## config.mk

```make
export PLATFORM = sky130hd
export DESIGN_NAME = hrf_top
export DESIGN_NICKNAME = d
export VERILOG_FILES = /design/src/rtl/hrf_pkg.sv /design/src/rtl/hrf_chan.sv /design/src/rtl/hrf_seq.sv /design/src/rtl/hrf_top.sv
export SDC_FILE = /design/constraint.sdc
export NUM_CORES = 1
export LEC_CHECK = 0
export CAP_MARGIN = 10
export CORE_UTILIZATION = 55
export CTS_BUF_LIST = sky130_fd_sc_hd__clkbuf_2
export DETAILED_ROUTE_END_ITERATION = 8
export PLACE_DENSITY_LB_ADDON = 0.15
export SLEW_MARGIN = 20
export SYNTH_ARGS = -nofsm -noshare
export SYNTH_HDL_FRONTEND = slang
export SYNTH_SLANG_ARGS = --single-unit
```

## constraint.sdc

```tcl
create_clock -name clk -period 6 [get_ports clk]
set_input_delay 1.2 -clock clk [delete_from_list [all_inputs] [get_ports clk]]
set_output_delay 1.2 -clock clk [all_outputs]
set_load 0.05 [all_outputs]
```

## src/rtl/hrf_pkg.sv

```systemverilog
package hrf_pkg;

  typedef enum logic [2:0] {
    SQ_RUN   = 3'd0,
    SQ_DRAIN = 3'd1,
    SQ_HRST  = 3'd2,
    SQ_UNRST = 3'd3,
    SQ_FAIL  = 3'd4
  } sq_state_e;

  localparam logic [1:0] ADDR_CTRL = 2'd0;
  localparam logic [1:0] ADDR_IDLE = 2'd1;
  localparam logic [1:0] ADDR_TOUT = 2'd2;
  localparam logic [1:0] ADDR_HRST = 2'd3;

  // next outstanding count: a completion at zero is dropped
  function automatic logic [31:0] cnt_step(logic [31:0] cur, logic inc, logic dec);
    logic [31:0] nxt;
    nxt = cur + {31'd0, inc};
    if (dec && cur != 32'd0) nxt = nxt - 32'd1;
    return nxt;
  endfunction

  function automatic logic [31:0] rd_sel(logic [1:0] a, logic [31:0] ctl,
                                         logic [31:0] idl, logic [31:0] tou,
                                         logic [31:0] hrs);
    case (a)
      ADDR_CTRL: return ctl;
      ADDR_IDLE: return idl;
      ADDR_TOUT: return tou;
      default:   return hrs;
    endcase
  endfunction

endpackage

```

## src/rtl/hrf_chan.sv

```systemverilog
module hrf_chan
  import hrf_pkg::*;
#(
  parameter int DATA_W  = 16,
  parameter int MAX_OUT = 15
) (
  input  logic              clk,
  input  logic              rst_n,
  input  logic              block_i,
  input  logic              flush_i,
  input  logic              req_valid_i,
  input  logic [DATA_W-1:0] req_data_i,
  output logic              req_ready_o,
  output logic              arb_valid_o,
  output logic [DATA_W-1:0] arb_data_o,
  input  logic              arb_ready_i,
  input  logic              rsp_done_i,
  output logic              idle_o
);
  localparam int CNT_W = $clog2(MAX_OUT + 1);

  logic              held_q;
  logic [DATA_W-1:0] data_q;
  logic [CNT_W-1:0]  cnt_q;
  logic              full, acc, arb_fire;

  assign full        = (cnt_q == CNT_W'(MAX_OUT));
  assign req_ready_o = !block_i && !held_q;
  assign acc         = req_valid_i && req_ready_o;
  assign arb_valid_o = held_q && !block_i && !full;
  assign arb_fire    = arb_valid_o && arb_ready_i;
  assign arb_data_o  = data_q;
  assign idle_o      = (cnt_q == '0);

  always_ff @(posedge clk or negedge rst_n) begin
    if (!rst_n) begin
      held_q <= 1'b0;
      data_q <= '0;
      cnt_q  <= '0;
    end else begin
      if (flush_i)       held_q <= 1'b0;
      else if (acc) begin
        held_q <= 1'b1;
        data_q <= req_data_i;
      end else if (arb_fire) held_q <= 1'b0;
      cnt_q <= CNT_W'(cnt_step(32'(cnt_q), arb_fire, rsp_done_i));
    end
  end

  // a held entry waits with stable data until taken or flushed
  a_r2_hold_stable: assert property (@(posedge clk) disable iff (!rst_n)
    held_q && !arb_fire && !flush_i |=> held_q && $stable(data_q));
  // the count never wraps at either end
  a_r3_no_overflow: assert property (@(posedge clk) disable iff (!rst_n)
    cnt_q == CNT_W'(MAX_OUT) |=> cnt_q >= CNT_W'(MAX_OUT - 1));
  a_r3_no_underflow: assert property (@(posedge clk) disable iff (!rst_n)
    cnt_q == '0 |=> cnt_q <= CNT_W'(1));
  // flush empties the slot and leaves the count alone
  a_r5_flush: assert property (@(posedge clk) disable iff (!rst_n)
    flush_i |=> !held_q && $stable(cnt_q));
endmodule

```

## src/rtl/hrf_seq.sv

```systemverilog
module hrf_seq
  import hrf_pkg::*;
#(
  parameter int DRAIN_TO = 64
) (
  input  logic clk,
  input  logic rst_n,
  input  logic hr_req_i,
  input  logic idle_i,
  output logic blk_o,
  output logic hrst_o,
  output logic tout_o
);
  localparam int TMR_W = $clog2(DRAIN_TO + 1);

  sq_state_e         state_q;
  logic [TMR_W-1:0]  tmr_q;
  logic              tmr_end;

  assign tmr_end = (tmr_q == TMR_W'(DRAIN_TO - 1));
  assign blk_o   = (state_q != SQ_RUN);
  assign hrst_o  = (state_q == SQ_HRST);
  assign tout_o  = (state_q == SQ_DRAIN) && hr_req_i && !idle_i && tmr_end;

  always_ff @(posedge clk or negedge rst_n) begin
    if (!rst_n) begin
      state_q <= SQ_RUN;
      tmr_q   <= '0;
    end else begin
      case (state_q)
        SQ_RUN: if (hr_req_i) begin
          state_q <= SQ_DRAIN;
          tmr_q   <= '0;
        end
        SQ_DRAIN: begin
          if (!hr_req_i)    state_q <= SQ_RUN;
          else if (idle_i)  state_q <= SQ_HRST;
          else if (tmr_end) state_q <= SQ_FAIL;
          else              tmr_q   <= tmr_q + 1'b1;
        end
        SQ_HRST:  if (!hr_req_i) state_q <= SQ_UNRST;
        SQ_UNRST: state_q <= SQ_RUN;
        SQ_FAIL:  if (!hr_req_i) state_q <= SQ_RUN;
        default:  state_q <= SQ_RUN;
      endcase
    end
  end

  // hot reset only follows a drain that saw idle
  a_r4_idle_first: assert property (@(posedge clk) disable iff (!rst_n)
    $rose(hrst_o) |-> $past(idle_i) && $past(blk_o));
  // leaving hot reset keeps the block one more cycle
  a_r6_release_order: assert property (@(posedge clk) disable iff (!rst_n)
    $fell(hrst_o) |-> blk_o);
  // a failed drain never turns into hot reset
  a_r7_fail_no_hrst: assert property (@(posedge clk) disable iff (!rst_n)
    state_q == SQ_FAIL |=> !hrst_o);
  a_r7_timer_bound: assert property (@(posedge clk) disable iff (!rst_n)
    state_q == SQ_DRAIN |-> tmr_q < TMR_W'(DRAIN_TO));
endmodule

```

## src/rtl/hrf_top.sv

```systemverilog
module hrf_top
  import hrf_pkg::*;
#(
  parameter int N_CLIENTS = 8,
  parameter int DATA_W    = 16,
  parameter int MAX_OUT   = 15,
  parameter int DRAIN_TO  = 64
) (
  input  logic                          clk,
  input  logic                          rst_n,
  input  logic                          reg_we_i,
  input  logic [1:0]                    reg_addr_i,
  input  logic [N_CLIENTS-1:0]          reg_wdata_i,
  output logic [N_CLIENTS-1:0]          reg_rdata_o,
  input  logic [N_CLIENTS-1:0]          req_valid_i,
  input  logic [N_CLIENTS*DATA_W-1:0]   req_data_i,
  output logic [N_CLIENTS-1:0]          req_ready_o,
  output logic [N_CLIENTS-1:0]          arb_valid_o,
  output logic [N_CLIENTS*DATA_W-1:0]   arb_data_o,
  input  logic [N_CLIENTS-1:0]          arb_ready_i,
  input  logic [N_CLIENTS-1:0]          rsp_done_i,
  input  logic [N_CLIENTS-1:0]          hr_req_i,
  output logic [N_CLIENTS-1:0]          hr_active_o
);
  logic [N_CLIENTS-1:0] sw_blk_q, tout_q;
  logic [N_CLIENTS-1:0] seq_blk, blk_eff, idle, tout_ev, tout_clr;

  assign blk_eff  = sw_blk_q | seq_blk;
  assign tout_clr = (reg_we_i && reg_addr_i == ADDR_TOUT) ? reg_wdata_i : '0;

  always_ff @(posedge clk or negedge rst_n) begin
    if (!rst_n) begin
      sw_blk_q <= '0;
      tout_q   <= '0;
    end else begin
      if (reg_we_i && reg_addr_i == ADDR_CTRL) sw_blk_q <= reg_wdata_i;
      tout_q <= (tout_q & ~tout_clr) | tout_ev;
    end
  end

  assign reg_rdata_o = N_CLIENTS'(rd_sel(reg_addr_i, 32'(blk_eff), 32'(idle),
                                         32'(tout_q), 32'(hr_active_o)));

  for (genvar i = 0; i < N_CLIENTS; i++) begin : g_cl
    hrf_seq #(.DRAIN_TO(DRAIN_TO)) u_seq (
      .clk     (clk),
      .rst_n   (rst_n),
      .hr_req_i(hr_req_i[i]),
      .idle_i  (idle[i]),
      .blk_o   (seq_blk[i]),
      .hrst_o  (hr_active_o[i]),
      .tout_o  (tout_ev[i])
    );

    hrf_chan #(.DATA_W(DATA_W), .MAX_OUT(MAX_OUT)) u_chan (
      .clk        (clk),
      .rst_n      (rst_n),
      .block_i    (blk_eff[i]),
      .flush_i    (hr_active_o[i]),
      .req_valid_i(req_valid_i[i]),
      .req_data_i (req_data_i[i*DATA_W +: DATA_W]),
      .req_ready_o(req_ready_o[i]),
      .arb_valid_o(arb_valid_o[i]),
      .arb_data_o (arb_data_o[i*DATA_W +: DATA_W]),
      .arb_ready_i(arb_ready_i[i]),
      .rsp_done_i (rsp_done_i[i]),
      .idle_o     (idle[i])
    );

    // a sequencer block fences the channel
    a_r1_gate: assert property (@(posedge clk) disable iff (!rst_n)
      seq_blk[i] |-> !arb_valid_o[i] && !req_ready_o[i]);
    // a timeout event always leaves the flag set
    a_r9_set_wins: assert property (@(posedge clk) disable iff (!rst_n)
      tout_ev[i] |=> tout_q[i]);
  end
endmodule

```

# After elaboration in Yosys (flattened, before gate mapping)
# Index checks and enable logic that the tools add are counted.
dict set report classes {
  addsub 24
  n_eq_ne 98
  muxes 130
  n_bitwise 12
  reduce_logical 179
}
# cell n
set op_table {}
lappend op_table {{two-way mux 7 bit} 32}
lappend op_table {{two-way mux 3 bit} 48}
lappend op_table {{case mux 7 bit (2 select lines)} 8}
lappend op_table {{inequality test 2 bit (second input constant)} 48}
lappend op_table {{case mux 3 bit (4 select lines)} 8}
lappend op_table {{logical AND 1 bit} 74}
lappend op_table {{adder 7 x 1 -> 7 bit (second input constant)} 8}
lappend op_table {{== test 7 x 6 -> 1 bit (second input constant)} 8}
lappend op_table {{nonzero test 3 bit} 16}
lappend op_table {{AND reduction 5 bit} 8}
lappend op_table {{adder 4 x 1 -> 4 bit} 8}
lappend op_table {{== test 4 bit (second input constant)} 8}
lappend op_table {{zero test 1 bit} 32}
lappend op_table {{zero test 4 bit} 8}
lappend op_table {{two-way mux 4 bit} 8}
lappend op_table {{inequality test 4 x 2 -> 1 bit (second input constant)} 8}
lappend op_table {{AND reduction 4 bit} 8}
lappend op_table {{nonzero test 4 bit} 8}
lappend op_table {{subtractor 4 x 1 -> 4 bit (second input constant)} 8}
lappend op_table {{== test 3 x 1 -> 1 bit (second input constant)} 8}
lappend op_table {{== test 3 x 2 -> 1 bit (second input constant)} 8}
lappend op_table {{== test 3 bit (second input constant)} 8}
lappend op_table {{zero test 3 bit} 8}
lappend op_table {{two-way mux 1 bit} 24}
lappend op_table {{other kinds (11)} 33}
dict set report totals {
  regBits 264
  input_bits 173
  output_inout_bits 160
}

# Logic depth before layout (Yosys ltp)
dict set report logic_depth {
  ltp_word 9
  depth_mapped 10
  depth_no_buf 9
}

# Modules after synthesis
# From an unflattened synthesis, not the netlist that was laid out.
dict set report hier_totals {
  hier_cells 1005
  area_unflattened_um2 12643.4
}
# mod instances cells_each area_each_um2 seq_area_each_um2
set by_module_without_submodules {}
lappend by_module_without_submodules {hrf_chan 8 63 924.6 525.5}
lappend by_module_without_submodules {hrf_seq 8 54 541.8 250.2}
lappend by_module_without_submodules {hrf_top 1 69 912.1 400.4}

# Worst setup path after synthesis
# Ideal clock, no wire load.
dict set report synth_path {
  path_kind {input to output}
  startpoint {input port reg_addr_i[0]}
  endpoint {output port reg_rdata_o[1]}
  t_arrival_ps 2529
  path_slack_ps 2271
  cell_stages 2
  n_path_buf 1
  path_cell_list {clkbuf_1 > mux4_1}
}
dict set report synth_via {
  elab_chain_len 2
}
# item line_no
set synth_rtl {}
lappend synth_rtl {{start, declared} hrf_top.sv:12} ;# input logic [1:0] reg_addr_i,
lappend synth_rtl {{== test 2 bit, or another cell as far along} hrf_pkg.sv:27} ;# case (a)
lappend synth_rtl {{case mux 8 bit (3 select lines) (*)} hrf_pkg.sv:27}
lappend synth_rtl {{end, declared} hrf_top.sv:14} ;# output logic [N_CLIENTS-1:0] reg_rdata_o,
# Mark *: on every way between the ends. The rest lies on a longest branch, timed or not.

# Worst setup path after layout
dict set report layout_path {
  startpoint {input port reg_addr_i[1]}
  endpoint {output port reg_rdata_o[7]}
}
# Same word-level chain as after synthesis.

==> flow_results.org <==
** Outcome
- The run finished with clean final reports.

** Die
- Area of the placeable core :: 22570 µm²
- The floorplan step set the die height to approximately 150 µm.
- Std-Cell Rows :: between 50 and 60
- The die covers 23560 µm².
- The die is approximately 150 µm wide.
- For this configuration, the core starts out at a cell density of 55.92%.
- 333 I/O pins were placed.

** Power
- Of the total power, the share spent switching nets is between 40 and 50%.
- Per report_power, the sequential group accounts for 33.0% of the total.
- Power density relative to cell area :: roughly 550 nW/µm²
- Switching power :: roughly 0.0042 W
- Clk network pwr share :: approximately 14%
- Internal power summed over all cells :: about 0.005 W
- Combinational cells account for 52.8% of the total power.
- Total leakage power :: around 7.3 nW
- Largest voltage drop on the vdd net :: roughly 0.39 mV

** CTS
- Clock-pin slew was measured on the worst setup and hold paths at 0.09 ns.
- The H-tree was split into 3 levels.
- Clock tree synthesis found a total of roughly 260 sinks.
- Counting along the longest clock path gives a buffer depth of 3.
- Buffers added to address setup during post-CTS repair amount to 0.
- CTS buffer count :: 71
- Worst-skew pair later-pin latency :: between 0.8 and 0.9 ns
- The number of hold buffers added after CTS was 0.
- Clock tree from TritonCTS :: yes
- Clock root cell :: sky130_fd_sc_hd__clkbuf_2
- Total of cells resized after clock tree synthesis :: 0

** Critical path
- Worst reg2reg startpoint :: g_cl[3].u_seq.state_q[1]
- The setup path with the least slack is of type primary input to output pin.
- The most critical setup path has its startpoint at reg_addr_i[1].
- Register-to-Register Setup Slack :: 3.38 ns
- Data on the critical path is required at its endpoint by roughly 4.8 ns.
- Endpoint kind of the worst setup timing path :: output pin
- STA puts the critical path data arrival time at approximately 3.5 ns.
- In this run the worst path has a maximum fanout of 10.
- Critical path launch point type :: primary input

** Global route
- Entering global routing, the biggest net connects 100 pins.
- For this run, global-route usage on met3 was measured as under 10%.
- The number of antenna violations at the first check in global routing was 0.
- The layer flagged by global routing as most heavily used is met2.
- Total global-route track usage :: 24.46%
- Vias in the first global route :: between 9k and 10k
- The first global-routing pass estimated about 47000 µm of wire.
- Routing usage on met2 :: about 43%
- After global routing the overflow that remains totals 0.
- Met1 track demand over resource in global routing :: 29.23%

** STA
- Setup tns final :: 0 ns
- At the pin with the least slew margin, the transition time is slightly above 1 ns.
- Time the worst path needs with I/O delays and setup :: between 4 and 5 ns
- Fin. Hold Viols :: 0
- RSZ-0062 raised after global routing :: false
- Measured against its own limit, the worst slew margin works out to a little under a third.
- Final period util :: 78.09%
- Fmax :: ~0.21 GHz
- The number of slew-limit violations in the final report came to 0.
- Clock skew after layout :: approximately 0.063 ns
- Number of setup violations in the final report :: 0
- Final hold slack :: approximately 0.44 ns

** Layout
- Area overhead of the layout relative to synthesis :: 31.82%
- Fin nets :: about 1.6k
- In the final layout, the share of cells above drive strength 1 is 20.04%.
- The repair_antennas step left the layout with diodes totalling 0.

** Yosys
- The average instance in the mapped netlist occupies 12.15 µm².
- Summed instance area of the synthesized netlist :: approximately 13000 µm²
- For this run, asynchronously set or reset flops after synthesis account for between 90% and 100%.
- In this run, synthesis inferred 0 flip-flops with an integrated enable.
- Top_reg_cell synth :: sky130_fd_sc_hd__dfrtp_1
- Number of distinct library cell variants in the gate-level netlist after synthesis :: between 60 and 70
- Number of flip-flops and latches in the synthesized netlist :: roughly 260
- Largest cells by area after synthesis :: sky130_fd_sc_hd__dfrtp_1, sky130_fd_sc_hd__mux2_2, sky130_fd_sc_hd__ha_1
- Portion of the post-synthesis area used by sequential elements :: a little over half
- For this run, the number of Yosys warnings is 0.
- Syn nets :: ~1.2k
- The synthesized design spends more area on one cell type than any other, namely sky130_fd_sc_hd__dfrtp_1.
- Share of the synthesized area in the top cell type :: 52.34%
- Synthesis produced a netlist whose cell count is 1039.

** Place
- After legalization and detailed placement, the total HPWL measured between 20000 and 25000 µm.
- The congestion estimate from routability-driven global placement came to about 0.81.
- During placement, the flow inserted port buffers numbering 332.

** Hold path
- In this run the worst hold path is classified as primary input to asynchronous set/reset pin.

** Flow run
- Max-cap violations in this run came to 0.

** Drt
- In the routed design, unresolved DRC markers number 0.
- Via count :: 9525
- Summed over all layers, the routed wires come to about 28000 µm.
- The detailed router finished its first iteration with 400 violations.
- Dividing the detail-routed wire length by the instance count gives about 16 µm.
- The pre-antenna-repair detailed-routing pass consisted of 4 iterations.
- Via-per-instance ratio :: between 5 and 6
- DRT antenna net count :: 0
==> synth_stat cells, types with 8 or more instances <==
cell type / n
sky130_fd_sc_hd__buf_4: 24
sky130_fd_sc_hd__and2_1: 8
sky130_fd_sc_hd__and3_1: 9
sky130_fd_sc_hd__ha_1: 32
sky130_fd_sc_hd__a21boi_0: 9
sky130_fd_sc_hd__nor4_1: 18
sky130_fd_sc_hd__dfrtp_1: 264
sky130_fd_sc_hd__mux2i_1: 13
sky130_fd_sc_hd__or4_1: 9
sky130_fd_sc_hd__nor3b_1: 19
sky130_fd_sc_hd__mux2_4: 9
sky130_fd_sc_hd__and4_1: 10
sky130_fd_sc_hd__or4_4: 8
sky130_fd_sc_hd__xor2_1: 22
sky130_fd_sc_hd__buf_6: 9
sky130_fd_sc_hd__nor2_1: 30
sky130_fd_sc_hd__clkbuf_1: 10
sky130_fd_sc_hd__nand2b_1: 28
sky130_fd_sc_hd__a21oi_1: 19
sky130_fd_sc_hd__inv_1: 40
sky130_fd_sc_hd__xnor2_1: 27
sky130_fd_sc_hd__nand3_1: 41
sky130_fd_sc_hd__o21ai_0: 34
sky130_fd_sc_hd__nor3_1: 8
sky130_fd_sc_hd__nand2_1: 84
sky130_fd_sc_hd__a31oi_1: 22
sky130_fd_sc_hd__mux2_2: 128
==> kinds of logic after synthesis <==
group                    count (synthesis)  share of synthesized area, %
XOR/XNOR                                49                         3.400
AND/OR/NAND/NOR                        311                         14.69
buffers and inverters                   86                         4.034
flip-flops                             264                         52.34
adder cells (fa/ha/maj)                 32                         3.172
multiplexers                           158                         14.98
AO/OA/AOI/OAI                          139                         7.385
==> sequential cells by signal, indices dropped and copies added, names as in the netlist <==
| name | flops |
|---|---|
| g_cl.u_chan.arb_data_o | 128 |
| sw_blk_q | 8 |
| g_cl.u_seq.state_q | 24 |
| g_cl.u_seq.tmr_q | 56 |
| g_cl.u_chan.cnt_q | 32 |
| g_cl.u_chan.held_q | 8 |
| tout_q | 8 |
==> per-layer routing <==
layer / vias to the layer above / share of wire (%)
li1: 4511 / -
met1: 4673 / 41
met2: 300 / 51
met3: 41 / 7.4
met4: 0 / 1.4
met5: - / 0
==> worst max-delay path, cell delays in order <==
cell and delay, ns:
sky130_fd_sc_hd__clkdlybuf4s50_1 1.09, sky130_fd_sc_hd__mux4_2 0.35, sky130_fd_sc_hd__clkdlybuf4s50_1 0.83
==> path summary, 6_finish.rpt <==
check	endpoint	cells past startpoint
max in group asynchronous	g_cl[6].u_seq.state_q[2]	2
max	reg_rdata_o[7]	3
min in group clk	g_cl[0].u_seq.tmr_q[6]	1
min reg2reg	g_cl[0].u_seq.tmr_q[6]	1
max reg2reg	g_cl[3].u_chan.cnt_q[3]	7
min	g_cl[4].u_chan.arb_data_o[8]	1
==> power groups by stage <==
stage                     combinational [W]  sequential [W]  clock [W]
after global routing                0.00515         0.00313    0.00145
final                               0.00485         0.00303    0.00131
after detailed placement            0.00488         0.00306          0
after CTS                           0.00489         0.00302    0.00135
after floorplan                     0.00194         0.00451          0
after global placement              0.00478         0.00300          0
==> metrics by stage <==
| step | area [µm²] | setup slack, ns | std cells | total power [W] | util (%) |
|---|---|---|---|---|---|
| after CTS | 16640 | 1.312 | 1732 | 0.009272 | 73.71 |
| after global placement | 15980 | 1.364 | 1614 | 0.007787 | 70.79 |
| final | 16640 | 1.314 | 1732 | 0.009184 | 73.71 |
| after floorplan | 12620 | 2.271 | 1039 | 0.006446 | - |
| after global routing | 16640 | 1.267 | 1732 | 0.009719 | 73.71 |
| after detailed placement | 15980 | 1.336 | 1614 | 0.007936 | 70.79 |
==> final cells by class <==
type                            instances  area (µm²)
Sequential cell                       264        6606
Timing Repair Buffer                  336        3358
Fill cell                            1609        5933
Multi-Input combinational cell        689        5507
Tap cell                              285       356.6
Clock inverter                         11       125.1
Inverter                               40       150.1
Clock buffer                          107       535.5
==> cells in the final DEF, fill, tap and decap left out, drive strengths merged, types with 10 or more instances in the layout <==
cell	netlist	layout
and4	10	10
nor2	38	38
dfrtp	264	264
xnor2	27	27
nand3	47	47
o21ai	34	34
nor4	18	18
inv	40	42
or4	17	17
mux2i	13	13
nand2b	28	28
nand2	84	84
clkbuf	10	107
ha	32	32
a21oi	19	19
xor2	22	22
clkdlybuf4s50	0	331
a31oi	22	22
nor3b	20	20
and3	10	10
mux2	137	137
Note: power is estimated with default switching activity, not from simulation.
